===== src/rtl/tile_row_fetch.sv =====
module tile_row_fetch #(
  parameter int VRAM_AW = 16,
  parameter int PAL_W   = 2
) (
  input  logic               clk,
  input  logic               rst,
  input  logic               start,
  input  logic [VRAM_AW-1:0] base,
  input  logic [2:0]         line,
  input  logic [PAL_W-1:0]   pal,
  input  logic               hflip,
  input  logic               vflip,
  output logic               busy,
  output logic               vram_rd,
  output logic [VRAM_AW-1:0] vram_addr,
  input  logic [7:0]         vram_data,
  output logic               cram_rd,
  output logic [PAL_W+4:0]   cram_addr,
  input  logic [11:0]        cram_word,
  output logic               pix_valid,
  output logic [23:0]        pix_rgb,
  output logic               pix_clear
);
  localparam int PAD_ROW = VRAM_AW - 5;
  localparam int PAD_COL = VRAM_AW - 2;

  logic               busy_q;
  logic [2:0]         idx_q;
  logic [VRAM_AW-1:0] row_base_q;
  logic [PAL_W-1:0]   pal_q;
  logic               hflip_q;

  logic               s1_v, s2_v, s3_v, s4_v;
  logic               s1_hi, s2_hi;
  logic [PAL_W-1:0]   s1_pal, s2_pal;
  logic               s3_clr, s4_clr;

  logic       last;
  logic       accept;
  logic [2:0] row;
  logic [1:0] bcol;
  logic [3:0] colour;

  assign last   = idx_q == 3'd7;
  assign accept = start && (!busy_q || last);
  assign row    = line ^ {3{vflip}};
  assign bcol   = idx_q[2:1] ^ {2{hflip_q}};

  assign busy      = busy_q;
  assign vram_rd   = busy_q;
  assign vram_addr = row_base_q + {{PAD_COL{1'b0}}, bcol};

  always_ff @(posedge clk) begin
    if (rst) begin
      busy_q     <= 1'b0;
      idx_q      <= '0;
      row_base_q <= '0;
      pal_q      <= '0;
      hflip_q    <= 1'b0;
    end else if (accept) begin
      busy_q     <= 1'b1;
      idx_q      <= '0;
      row_base_q <= base + {{PAD_ROW{1'b0}}, row, 2'b00};
      pal_q      <= pal;
      hflip_q    <= hflip;
    end else if (busy_q) begin
      idx_q <= idx_q + 3'd1;
      if (last) busy_q <= 1'b0;
    end
  end

  always_ff @(posedge clk) begin
    if (rst) begin
      s1_v   <= 1'b0;
      s2_v   <= 1'b0;
      s1_hi  <= 1'b0;
      s2_hi  <= 1'b0;
      s1_pal <= '0;
      s2_pal <= '0;
    end else begin
      s1_v   <= busy_q;
      s2_v   <= s1_v;
      s1_hi  <= ~(idx_q[0] ^ hflip_q);
      s2_hi  <= s1_hi;
      s1_pal <= pal_q;
      s2_pal <= s1_pal;
    end
  end

  assign colour    = s2_hi ? vram_data[7:4] : vram_data[3:0];
  assign cram_rd   = s2_v;
  assign cram_addr = {s2_pal, colour, 1'b0};

  always_ff @(posedge clk) begin
    if (rst) begin
      s3_v      <= 1'b0;
      s4_v      <= 1'b0;
      s3_clr    <= 1'b0;
      s4_clr    <= 1'b0;
      pix_valid <= 1'b0;
      pix_clear <= 1'b0;
      pix_rgb   <= '0;
    end else begin
      s3_v      <= s2_v;
      s4_v      <= s3_v;
      s3_clr    <= colour == 4'd0;
      s4_clr    <= s3_clr;
      pix_valid <= s4_v;
      pix_clear <= s4_v && s4_clr;
      pix_rgb   <= {cram_word[3:0], 4'h0, cram_word[7:4], 4'h0, cram_word[11:8], 4'h0};
    end
  end
endmodule


===== config.mk =====
export PLATFORM = sky130hd
export DESIGN_NAME = tile_row_fetch
export DESIGN_NICKNAME = d
export VERILOG_FILES = /design/src/rtl/tile_row_fetch.sv
export SDC_FILE = /design/constraint.sdc
export NUM_CORES = 1
export LEC_CHECK = 0
export ABC_AREA = 1
export BUFFER_PORTS_ARGS = -buffer_cell sky130_fd_sc_hd__buf_2
export CAP_MARGIN = 20
export CORE_MARGIN = 10
export CORE_UTILIZATION = 45
export CTS_BUF_LIST = sky130_fd_sc_hd__clkbuf_2
export DETAILED_ROUTE_END_ITERATION = 8
export HOLD_SLACK_MARGIN = 0.12
export MAX_ROUTING_LAYER = met4
export PLACE_DENSITY = 0.74
export REMOVE_ABC_BUFFERS = 1
export SYNTH_ARGS = -nofsm -noshare
export SYNTH_HDL_FRONTEND = slang
export SYNTH_SLANG_ARGS = --single-unit
export TNS_END_PERCENT = 100

===== constraint.sdc =====
create_clock -name clk -period 3.6 [get_ports clk]
set_clock_uncertainty 0.05 [all_clocks]
set_input_delay 0.36 -clock clk [delete_from_list [all_inputs] [get_ports clk]]
set_output_delay 0.36 -clock clk [all_outputs]
set_load 0.01 [all_outputs]

# Word-level counts from Yosys, hierarchy flattened

Cells that the tools add are included.

Bits in registers: 61
Bits in latches: 0
Memory bits (writable): 0
Memory bits (read-only): 0
Input port bits: 46
Output and inout port bits: 52
Word-level logic and storage cells: 37
Memories kept: 0

$add $sub $neg: 3
$mul: 0
Div/mod/pow operators: 0
Order comparisons: 0
Eq/ne operators: 1
Shift-type cells: 0
Muxes and demuxes: 4
Bitwise logic cells: 4
Reduce and logical (&&, ||, !) cells: 6

Operator list:

| kind                                         | count |
|---|---|
| adder 16 x 2 -> 16 bit                       | 1 |
| adder 16 x 5 -> 16 bit                       | 1 |
| zero test 4 bit                              | 1 |
| two-way mux 4 bit                            | 1 |
| adder 3 x 1 -> 3 bit (second input constant) | 1 |
| equality test 3 bit (second input constant)  | 1 |
| two-way mux 1 bit                            | 3 |
| XOR 3 bit                                    | 1 |
| logical AND 1 bit                            | 2 |
| OR reduction 2 bit                           | 1 |
| XOR 2 bit                                    | 1 |
| zero test 1 bit                              | 1 |
| logical OR 1 bit                             | 1 |
| inverter 1 bit                               | 1 |
| XOR 1 bit                                    | 1 |

# Depth between registers and ports, before layout

Gate-level depths: netlist of run 1.

Depth after elaboration: 4
Mapped depth: 10
Gate-level depth less buffers: 10

# Worst setup path after synthesis of run 1

OpenSTA, ideal clock, no wires.

Kind: register to output
Start: register hflip_q
End: output vram_addr[12]
Arrival: 1.558 ns
Required time: 3.190 ns
Path slack: 1.632 ns
Stages on the path, launching flop included: 8
Path buffers: 0
Path through: dfxtp_1 xor2_1 ha_1 fa_1 nand2_1 nor2_1 nand3_1 xor2_1

Word-level cells in the longest chain between the ends: 2

RTL lines:

| item                   | line | text |
|---|---|---|
| start, declared        | 31   | `logic hflip_q;` |
| start signal, assigned | 65   | `hflip_q <= hflip;` |
| XOR 2 bit              | 47   | `assign bcol = idx_q[2:1] ^ {2{hflip_q}};` |
| adder 16 x 2 -> 16 bit | 51   | `assign vram_addr = row_base_q + {{PAD_COL{1'b0}}, bcol};` |
| end, declared          | 15   | `output logic [VRAM_AW-1:0] vram_addr,` |

Every way passes these cells.

# Final worst setup path of run 1

Ends and elaborated chain as after synthesis.

==> results.ini, run 1 <==
[run_status]
status = complete, no violations

[sta]
min_period_ps = 2594
slew_violations = 0
slew_headroom_pct = 61.94
rsz0062_at_grt = no
worst_pin_slew_ps = 570.9
hold_slack_ps = 164.4
setup_viol = 0
fin_tns_setup_ps = 0
post-route-period-util_pct = 72.05
hold_viol_final = 0
fmax_mhz = 385.5

[grt]
antenna_found_initial = 0
grt_pass1_wl_um = 10310
grt_max_degree = 30
grtUsageTotal_pct = 14.21
grt_pass1_vias = 2360
overflow = 0

[clocking]
cts_made_buffers = 5
cts_tree = yes
clockBufferDepth = 2
worstSkewPairLatency_ps = 390
clk_pin_slew_ps = 220
cts_root_buf = clkbuf_2
htreeDepth = 2
clkSinkCount = 49

[layout]
antennaDiodeCount = 0
stdcell_count = 518
final_cell_mix = 84 x buf_2, 65 x nand2_1, 56 x inv_1
design_area_mm2 = 0.003198
drive_gt1_share_pct = 27.13
finalNetCount = 500
mostFrequentLayoutCell = buf_2
syn_to_final_growth_pct = 24.32
finalCoreUtilization_pct = 57.72

[critical_path]
cp-start-kind = flip-flop
worstPathRequired_ps = 3190
critPathKind = reg -> out
cp_max_fo = 3
endpoint_kind = primary output
arrival_ps = 2180

[logic_synthesis]
yosysSeqAreaShare_pct = 38.13
synth_area_per_cell_um2 = 7.478
synth_edf_count = 0
yosys.area.top_type = dfxtp_1
synth.distinct_cells = 33
synth_cells = 344
mappedNetlistArea_mm2 = 0.002572
ys.warnings.count = 0
ys_seq_elements = 49
synthFlopType = dfxtp_1
async_flop_share_pct = 0
synthTopCellsByArea = dfxtp_1 38%, nand2_1 9.5%, inv_1 8.2%
synth_top_area_share_pct = 38.13

[pwr]
p_per_area_mw_per_mm2 = 324.7
power_leakage_nw = 1.655
p_seq_share_pct = 57.2
p_clk_share_pct = 20.3
swShare_pct = 30.48
power_frac_comb_pct = 22.5
peakVddDrop_uv = 168.3
switching_power_w = 0.0003165
p_int_w = 0.0007219

[detailed_routing]
dr.pass1.iters = 4
drc = 0
wirelength_um = 6261
route.antenna.remaining_nets = 0
routed-via-count = 2280
via_per_inst = 4.402
wl_per_cell_um = 12.09
drtIter0Drc = 61

[floorplan]
pin_count = 98
start_util_pct = 46.43
row_count = 27
core_area_mm2 = 0.005540
die_height_um = 95.61
die_area_mm2 = 0.009141
die_w_um = 95.61

[placement]
place_inst = 493
io_buffers = 84
dpl_cell_area_mm2 = 0.002983
dp_hpwl_um = 5037
gp_congestion = 0.8831

[job]
maxCapViolations = 0

[min_path]
hold_path.class = in -> reg

worst max-delay path, stage by stage, from the launching register on:
cell and delay (ps):
dfxtp_1 380, xor2_1 170, ha_1 210, fa_1 400
nand2_1 130, nor2_1 80, nand3_1 110, xor2_1 160
buf_2 150
path summary, 6_finish.rpt:
check                        start                         end  slack, ps  cells past startpoint
min reg2reg        s3_v$_SDFF_PP0_             s4_v$_SDFF_PP0_        370                      2
max           hflip_q$_SDFFE_PP0P_               vram_addr[12]       1010                      8
min                          start             busy$_SDFF_PP0_        160                      3
max reg2reg  idx_q[0]$_SDFFE_PP0P_  row_base_q[4]$_SDFFE_PP0P_       2020                      8
final cells by class:
| cell class | count | area [um^2] |
|---|---|---|
| Timing Repair Buffer | 101 | 590.6 |
| Sequential cell | 49 | 980.9 |
| Multi-Input combinational cell | 228 | 1266 |
| Tap cell | 72 | 90.09 |
| Inverter | 60 | 225.2 |
| Fill cell | 527 | 2342 |
| Clock buffer | 6 | 30.03 |
| Clock inverter | 2 | 15.01 |
power by group through the flow:
stage               registers (W)  clock network [W]  logic, W
floorplan                0.000607                  0  0.000125
global placement         0.000604                  0  0.000217
detailed placement       0.000605                  0  0.000220
CTS                      0.000594           0.000224  0.000236
global route             0.000599           0.000240  0.000264
finish                   0.000594           0.000211  0.000234
logic make-up (layout without fill, tap and decap cells):
kind of cell	count (synthesis)	count (layout)	share of synthesized area [%]
simple gates	156	156	28.16
buf+inv	79	169	14.40
flops	49	49	38.13
compound gates	28	28	6.712
xor+xnor	22	22	7.490
fa+ha+maj	9	9	4.961
other cells	1	13	0.1458
synth_stat cells (2+ instances only):
cell type	n
buf_2	2
nand3b_1	2
nand3_2	2
nor3_2	2
nand4_1	2
o21ai_1	6
buf_4	15
nor3_1	3
a21oi_1	7
a22o_1	2
ha_1	7
dfxtp_1	49
buf_6	2
fa_1	2
xor2_1	20
o22ai_2	2
inv_2	4
inv_1	56
nor2_2	4
nand3_1	19
nor2_1	43
xnor2_1	2
nand2_4	2
nand2_1	65
nand2_2	8
o21ai_0	9
metal layers:
metal	vias to the layer above	part of all wire, %	GRT usage (%)	routed length, um
met1	970	45	16.02	2792
met5	-	0	-	0
met2	82	44	23.81	2764
li1	1222	-	-	-
met3	6	10	4.399	635
met4	0	1.1	3.808	70
what timing repair did:
item                       CTS  global route
hold buffers                17             0
buffers inserted             0             0
hold endpoints to repair    17             0
setup endpoints to repair    0             0
gates resized for setup      0             0
through the flow:
stage,power (W),worst slack (ps)
floorplan,0.0007316,1632
global placement,0.0008208,1463
detailed placement,0.0008253,1437
CTS,0.001054,936.5
global route,0.001103,771.5
finish,0.001038,1006
sequential cells by signal (all words and copies together) (netlist names), 2 cells and up:
signal,cells
idx_q,3
pal_q,2
pix_rgb,12
row_base_q,16
s1_pal,2
s2_pal,2
(Power assumes the default switching activity.)
==> run 2, diff against run 1 <==
==> constraint.sdc (replaced) <==
create_clock -name clk -period 2.6 [get_ports clk]
set_clock_uncertainty 0.05 [all_clocks]
set_input_delay 0.26 -clock clk [delete_from_list [all_inputs] [get_ports clk]]
set_output_delay 0.26 -clock clk [all_outputs]
set_load 0.01 [all_outputs]
==> results.ini, run 2 (same netlist as run 1, synthesis figures left out) <==
[floorplan]
start_util_pct = 46.43  ; unchanged
core_area_mm2 = 0.005540  ; unchanged
die_area_mm2 = 0.009141  ; unchanged
die_height_um = 95.61  ; unchanged
die_w_um = 95.61  ; unchanged
row_count = 27  ; unchanged
pin_count = 98  ; unchanged

[sta]
setup_viol = 0  ; unchanged
rsz0062_at_grt = yes  ; was no
hold_viol_final = 0  ; unchanged
min_period_ps = 2520
worst_pin_slew_ps = 579.8  ; was 570.9 ps
post-route-period-util_pct = 96.94
slew_violations = 0  ; unchanged
slew_headroom_pct = 61.35  ; was 61.94%
fmax_mhz = 396.8

[pwr]
power_frac_comb_pct = 23.4  ; was 22.5%
p_per_area_mw_per_mm2 = 435.4  ; was 324.7 mW/mm^2
p_clk_share_pct = 21.0  ; was 20.3%
swShare_pct = 31.64  ; was 30.48%
p_seq_share_pct = 55.6  ; was 57.2%
switching_power_w = 0.0004685  ; was 0.0003165 W
p_int_w = 0.001012  ; was 0.0007219 W
power_w = 0.001481  ; was 0.001038 W
peakVddDrop_uv = 220.2  ; was 168.3 uV
power_leakage_nw = 1.747  ; was 1.655 nW

[placement]
dpl_cell_area_mm2 = 0.002983  ; unchanged
gp_congestion = 0.8962  ; was 0.8831
io_buffers = 84  ; unchanged
dp_hpwl_um = 5034  ; was 5037 um

[clocking]
clk_pin_slew_ps = 240  ; was 220 ps
cts_tree = yes  ; unchanged
clkSinkCount = 49  ; unchanged
cts_made_buffers = 5  ; unchanged
clockBufferDepth = 2  ; unchanged
htreeDepth = 2  ; unchanged
cts_root_buf = clkbuf_2  ; unchanged
worstSkewPairLatency_ps = 420  ; was 390 ps

[layout]
largest_register = row_base_q  ; unchanged
top_regs = row_base_q x16, pix_rgb x12, idx_q x3  ; unchanged
finalNetCount = 514  ; was 500
largest_register_ffs = 16  ; unchanged
design_area_mm2 = 0.003401  ; was 0.003198 mm^2
nFillCells = 489  ; was 527
syn_to_final_growth_pct = 32.20  ; was 24.32%
mostFrequentLayoutCell = buf_2  ; unchanged
final_cell_mix = 84 x buf_2, 63 x nand2_1, 56 x inv_1  ; was 84 x buf_2, 65 x nand2_1, 56 x inv_1
drive_gt1_share_pct = 29.13  ; was 27.13%
antennaDiodeCount = 0  ; unchanged

[detailed_routing]
drtIter0Drc = 68  ; was 61
via_per_inst = 4.502  ; was 4.402
dr.pass1.iters = 4  ; unchanged
wirelength_um = 6726  ; was 6261 um
wl_per_cell_um = 12.64  ; was 12.09 um
drc = 0  ; unchanged
route.antenna.remaining_nets = 0  ; unchanged
routed-via-count = 2395  ; was 2280

[grt]
grt_pass1_wl_um = 11200  ; was 10310 um
grt_max_degree = 30  ; unchanged
grtUsageTotal_pct = 15.56  ; was 14.21%
overflow = 0  ; unchanged
antenna_found_initial = 0  ; unchanged
grt_pass1_vias = 2511  ; was 2360

[job]
maxCapViolations = 0  ; unchanged

[critical_path]
r2r_cells = 8  ; unchanged
cp-start-kind = flip-flop  ; unchanged
reg2reg_from = idx_q[0]$_SDFFE_PP0P_  ; unchanged
reg2reg_setup_slack_ps = 990  ; was 2020 ps
cp_max_fo = 3  ; unchanged
endpoint_kind = primary output  ; unchanged
arrival_ps = 2210  ; was 2180 ps
worstPathRequired_ps = 2290  ; was 3190 ps
critPathKind = reg -> out  ; unchanged
r2r-end = row_base_q[4]$_SDFFE_PP0P_  ; unchanged

[min_path]
hold_path.class = in -> reg  ; unchanged
whs_endpoint = row_base_q[14]$_SDFFE_PP0P_  ; was busy$_SDFF_PP0_
hold_path_startpoint = base[14]  ; was start
holdPathStages = 5  ; was 3

[run_status]
status = complete, no violations  ; unchanged

-- run 2: final cells by class --
type / instances / area [um^2] / area share, %
multi-input cells: 228 / 1319 / 38.78
flip-flops and latches: 49 / 989.7 / 29.10
clock inverters: 3 / 21.27 / 0.6255
inverters: 60 / 225.2 / 6.623
repair buffers: 115 / 730.7 / 21.49
clock buffers: 5 / 25.02 / 0.7358
well taps: 72 / 90.09 / 2.649
-- run 2: metal layers --
metal / up-vias / global-route usage (%) / share of wire [%]
met1: 1056 / 16.49 / 43
li1: 1246 / - / -
met3: 5 / 4.163 / 8.7
met2: 88 / 28.22 / 47
met4: 0 / 3.317 / 0.97
met5: - / - / 0
-- run 2: what timing repair did --
item,in CTS,in global routing
endpoints found under the hold margin,30,0
hold buffers,31,0
resized for setup,1,17
buffers inserted,0,0
setup endpoints to repair,2,10
pin swaps,0,6
-- run 2: power by group through the flow --
stage	clock [W]	combinational (W)	sequential, W
floorplan	0	0.000173	0.000840
CTS	0.000323	0.000342	0.000823
finish	0.000311	0.000346	0.000824
detailed placement	0	0.000305	0.000838
global route	0.000346	0.000391	0.000830
global placement	0	0.000300	0.000836
-- run 2: stage by stage --
step	worst slack, ps	setup TNS [ps]	utilization, %	instances	hold slack [ps]
detailed placement	526.6	0	53.84	493	345.1
CTS	11.63	0	60.30	532	121.9
finish	79.56	0	61.38	532	133.6
global placement	588.3	0	53.84	493	338.2
global route	-36.33	-61.69	61.38	532	168.2
floorplan	731.8	0	-	337	279.1
-- run 2: worst max-delay path by stage --
stage / end / slack [ps] / depth (start not counted) / start
6_report: vram_addr[10] / 80 / 8 / hflip_q$_SDFFE_PP0P_
5_1_grt: vram_addr[10] / -40 / 8 / hflip_q$_SDFFE_PP0P_
4_1_cts: vram_addr[8] / 10 / 8 / hflip_q$_SDFFE_PP0P_
3_5_place_dp: vram_addr[10] / 530 / 8 / hflip_q$_SDFFE_PP0P_
3_3_place_gp: vram_addr[8] / 590 / 8 / hflip_q$_SDFFE_PP0P_
2_1_floorplan: vram_addr[12] / 730 / 7 / hflip_q$_SDFFE_PP0P_
-- run 2: worst max-delay path, stage by stage (launching register included) --
cell	delay, ps
dfxtp_4	420
xor2_2	170
ha_2	190
fa_2	380
nand2_4	110
nor3_4	50
nand3_1	80
xor2_1	210
buf_2	170
==> run 3, diff against run 2 <==
--- a/config.mk
+++ b/config.mk
@@ -6,15 +6,14 @@
 export NUM_CORES = 1
 export LEC_CHECK = 0
 export ABC_AREA = 1
-export BUFFER_PORTS_ARGS = -buffer_cell sky130_fd_sc_hd__buf_2
 export CAP_MARGIN = 20
 export CORE_MARGIN = 10
 export CORE_UTILIZATION = 45
 export CTS_BUF_LIST = sky130_fd_sc_hd__clkbuf_2
 export DETAILED_ROUTE_END_ITERATION = 8
+export DONT_BUFFER_PORTS = 1
 export HOLD_SLACK_MARGIN = 0.12
 export MAX_ROUTING_LAYER = met4
-export PLACE_DENSITY = 0.74
 export REMOVE_ABC_BUFFERS = 1
 export SYNTH_ARGS = -nofsm -noshare
 export SYNTH_HDL_FRONTEND = slang
==> results.ini, run 3 (same netlist as run 1, synthesis figures left out) <==
[sta]
slew_headroom_pct = 58.59  ; was 61.35%
fmax_mhz = 400.1  ; was 396.8 MHz
min_period_ps = 2499  ; was 2520 ps
post-route-period-util_pct = 96.13  ; was 96.94%
rsz0062_at_grt = yes  ; unchanged
slew_violations = 0  ; unchanged
hold_slack_ps = 138.7  ; was 133.6 ps
worst_pin_slew_ps = 619.1  ; was 579.8 ps
hold_viol_final = 0  ; unchanged
setup_viol = 0  ; unchanged

[floorplan]
start_util_pct = 46.43  ; unchanged
core_area_mm2 = 0.005540  ; unchanged
row_count = 27  ; unchanged
die_w_um = 95.61  ; unchanged
die_height_um = 95.61  ; unchanged
die_area_mm2 = 0.009141  ; unchanged
pin_count = 98  ; unchanged

[clocking]
clockBufferDepth = 2  ; unchanged
cts_root_buf = clkbuf_2  ; unchanged
cts_setup_buffers = 0  ; unchanged
htreeDepth = 2  ; unchanged
clk_pin_slew_ps = 250  ; was 240 ps
cts_made_buffers = 5  ; unchanged
cts_tree = yes  ; unchanged
worstSkewPairLatency_ps = 420  ; about the same
clkSinkCount = 49  ; unchanged

[placement]
dp_hpwl_um = 4680  ; was 5034 um
io_buffers = 0  ; was 84
dpl_cell_area_mm2 = 0.002562  ; was 0.002983 mm^2
place_inst = 409  ; was 493
gp_congestion = 0.7786  ; was 0.8962

[critical_path]
crit_path_max_incr_delay_ps = 420  ; about the same
critPathKind = reg -> out  ; unchanged
worstPathRequired_ps = 2290  ; about the same
cp-start-kind = flip-flop  ; unchanged
crit_path_cell_trace = xor2_1 > ha_1 > fa_1 > nand2_2 > nor2_2 > nand3_1 > xor2_2  ; was xor2_2 > ha_2 > fa_2 > nand2_4 > nor3_4 > nand3_1 > xor2_1 > buf_2
critPathLaunch = hflip_q$_SDFFE_PP0P_  ; unchanged
reg2reg_from = s2_hi$_SDFF_PP0_  ; was idx_q[0]$_SDFFE_PP0P_
cp_slowest_cell = fa_1  ; was dfxtp_4
r2r_cells = 6  ; was 8
cp.depth = 7  ; was 8
arrival_ps = 2190  ; was 2210 ps
cp_max_fo = 3  ; unchanged
crit_family = adder cells  ; unchanged
timing.critical_path.buf_inv = 0  ; was 1
endpoint_kind = primary output  ; unchanged

[layout]
nFillCells = 537  ; was 489
antennaDiodeCount = 0  ; unchanged
multi_input_area_mm2 = 0.001338  ; was 0.001319 mm^2
final-seq-area_um2 = 982.2  ; was 989.7 um^2
drive_gt1_share_pct = 13.39  ; was 29.13%
largest_register = row_base_q  ; unchanged
mostFrequentLayoutCell = nand2_1  ; was buf_2
stdcell_count = 453  ; was 532
finalNetCount = 435  ; was 514
largest_register_ffs = 16  ; unchanged
syn_to_final_growth_pct = 18.39  ; was 32.20%
top_regs = row_base_q x16, pix_rgb x12, idx_q x3  ; unchanged
design_area_mm2 = 0.003045  ; was 0.003401 mm^2
final_cell_mix = 64 x nand2_1, 56 x inv_1, 48 x dfxtp_1  ; was 84 x buf_2, 63 x nand2_1, 56 x inv_1

[min_path]
hold_path.class = in -> reg  ; unchanged
hold_path_startpoint = base[8]  ; was base[14]
holdPathStages = 5  ; unchanged

[grt]
grt_pass1_vias = 2150  ; was 2511
grt_pass1_wl_um = 9887  ; was 11200 um
grt_max_degree = 30  ; unchanged
antenna_found_initial = 0  ; unchanged
overflow = 0  ; unchanged
grtUsageTotal_pct = 13.72  ; was 15.56%

[detailed_routing]
routed-via-count = 2102  ; was 2395
dr.pass1.iters = 4  ; unchanged
wirelength_um = 6234  ; was 6726 um
drc = 0  ; unchanged
top_layer_used = met4  ; unchanged
route.antenna.remaining_nets = 0  ; unchanged
drtIter0Drc = 52  ; was 68
wl_met3_um = 598  ; was 582 um
wl_per_cell_um = 13.76  ; was 12.64 um
wirelength_met1_um = 2504  ; was 2912 um
via_per_inst = 4.640  ; was 4.502
wl_met2_um = 3095  ; was 3166 um

[pwr]
peakVddDrop_uv = 249.8  ; was 220.2 uV
p_per_area_mw_per_mm2 = 466.4  ; was 435.4 mW/mm^2
power_leakage_nw = 1.395  ; was 1.747 nW

[run_status]
status = complete, no violations  ; unchanged

[job]
maxCapViolations = 0  ; unchanged

## run 3: changes by cell type in the layout (fill, tap and decap cells not counted), moves of 4 or more
cell,before,now
xor2_1,18,13
buf_2,84,0
dlygate4sd3_1,31,35
xor2_2,2,7
## run 3: stage by stage
| stage | power (W) | setup TNS [ps] | worst slack (ps) | utilization (%) |
|---|---|---|---|---|
| 2_1_floorplan | 0.001013 | 0 | 731.8 | - |
| 3_3_place_gp | 0.001056 | 0 | 558.4 | 46.25 |
| 3_5_place_dp | 0.001059 | 0 | 523.4 | 46.25 |
| 4_1_cts | 0.001425 | 0 | 1.197 | 53.52 |
| 5_1_grt | 0.001503 | -54.31 | -25.99 | 54.97 |
| 6_report | 0.001420 | 0 | 100.6 | 54.97 |
## run 3: report_power, final
part           leakage [nW]  switching [W]  internal, W
registers             0.403      0.0000385     0.000796
clock network        0.0252       0.000245    0.0000693
logic                 0.966       0.000163     0.000110
## run 3: final cells by class
type                    count  share of cell area [%]
clock inverters             2                  0.4930
clock buffers               6                  0.9860
inverters                  60                   7.395
flip-flops and latches     49                   32.25
well taps                  72                   2.958
repair buffers             36                   12.00
multi-input cells         228                   43.92
## run 3: repair_timing
| action | CTS | global route |
|---|---|---|
| gates resized for setup | 1 | 13 |
| pin swaps | 0 | 3 |
| endpoints found under the hold margin | 49 | 0 |
| hold buffers | 35 | 0 |
| endpoints found under the setup margin | 1 | 9 |
## run 3: routing by layer
layer,global-route usage [%],vias to the layer above
li1,-,1092
met4,2.211,0
met5,-,-
met2,24.94,73
met1,13.78,929
met3,5.342,8
## run 3: tightest hold or removal path, cell delays in order
cell,delay (ps)
nand2_2,60
nor2_2,60
nand3_2,70
nand2_2,50
o22ai_2,70
## run 3: worst paths after layout
kind | endpoint | slack [ps]
setup / recovery | vram_addr[12] | 100
hold / removal | row_base_q[9]$_SDFFE_PP0P_ | 140
setup reg to reg | s3_clr$_SDFF_PP0_ | 470
hold reg to reg | cram_rd$_SDFF_PP0_ | 370
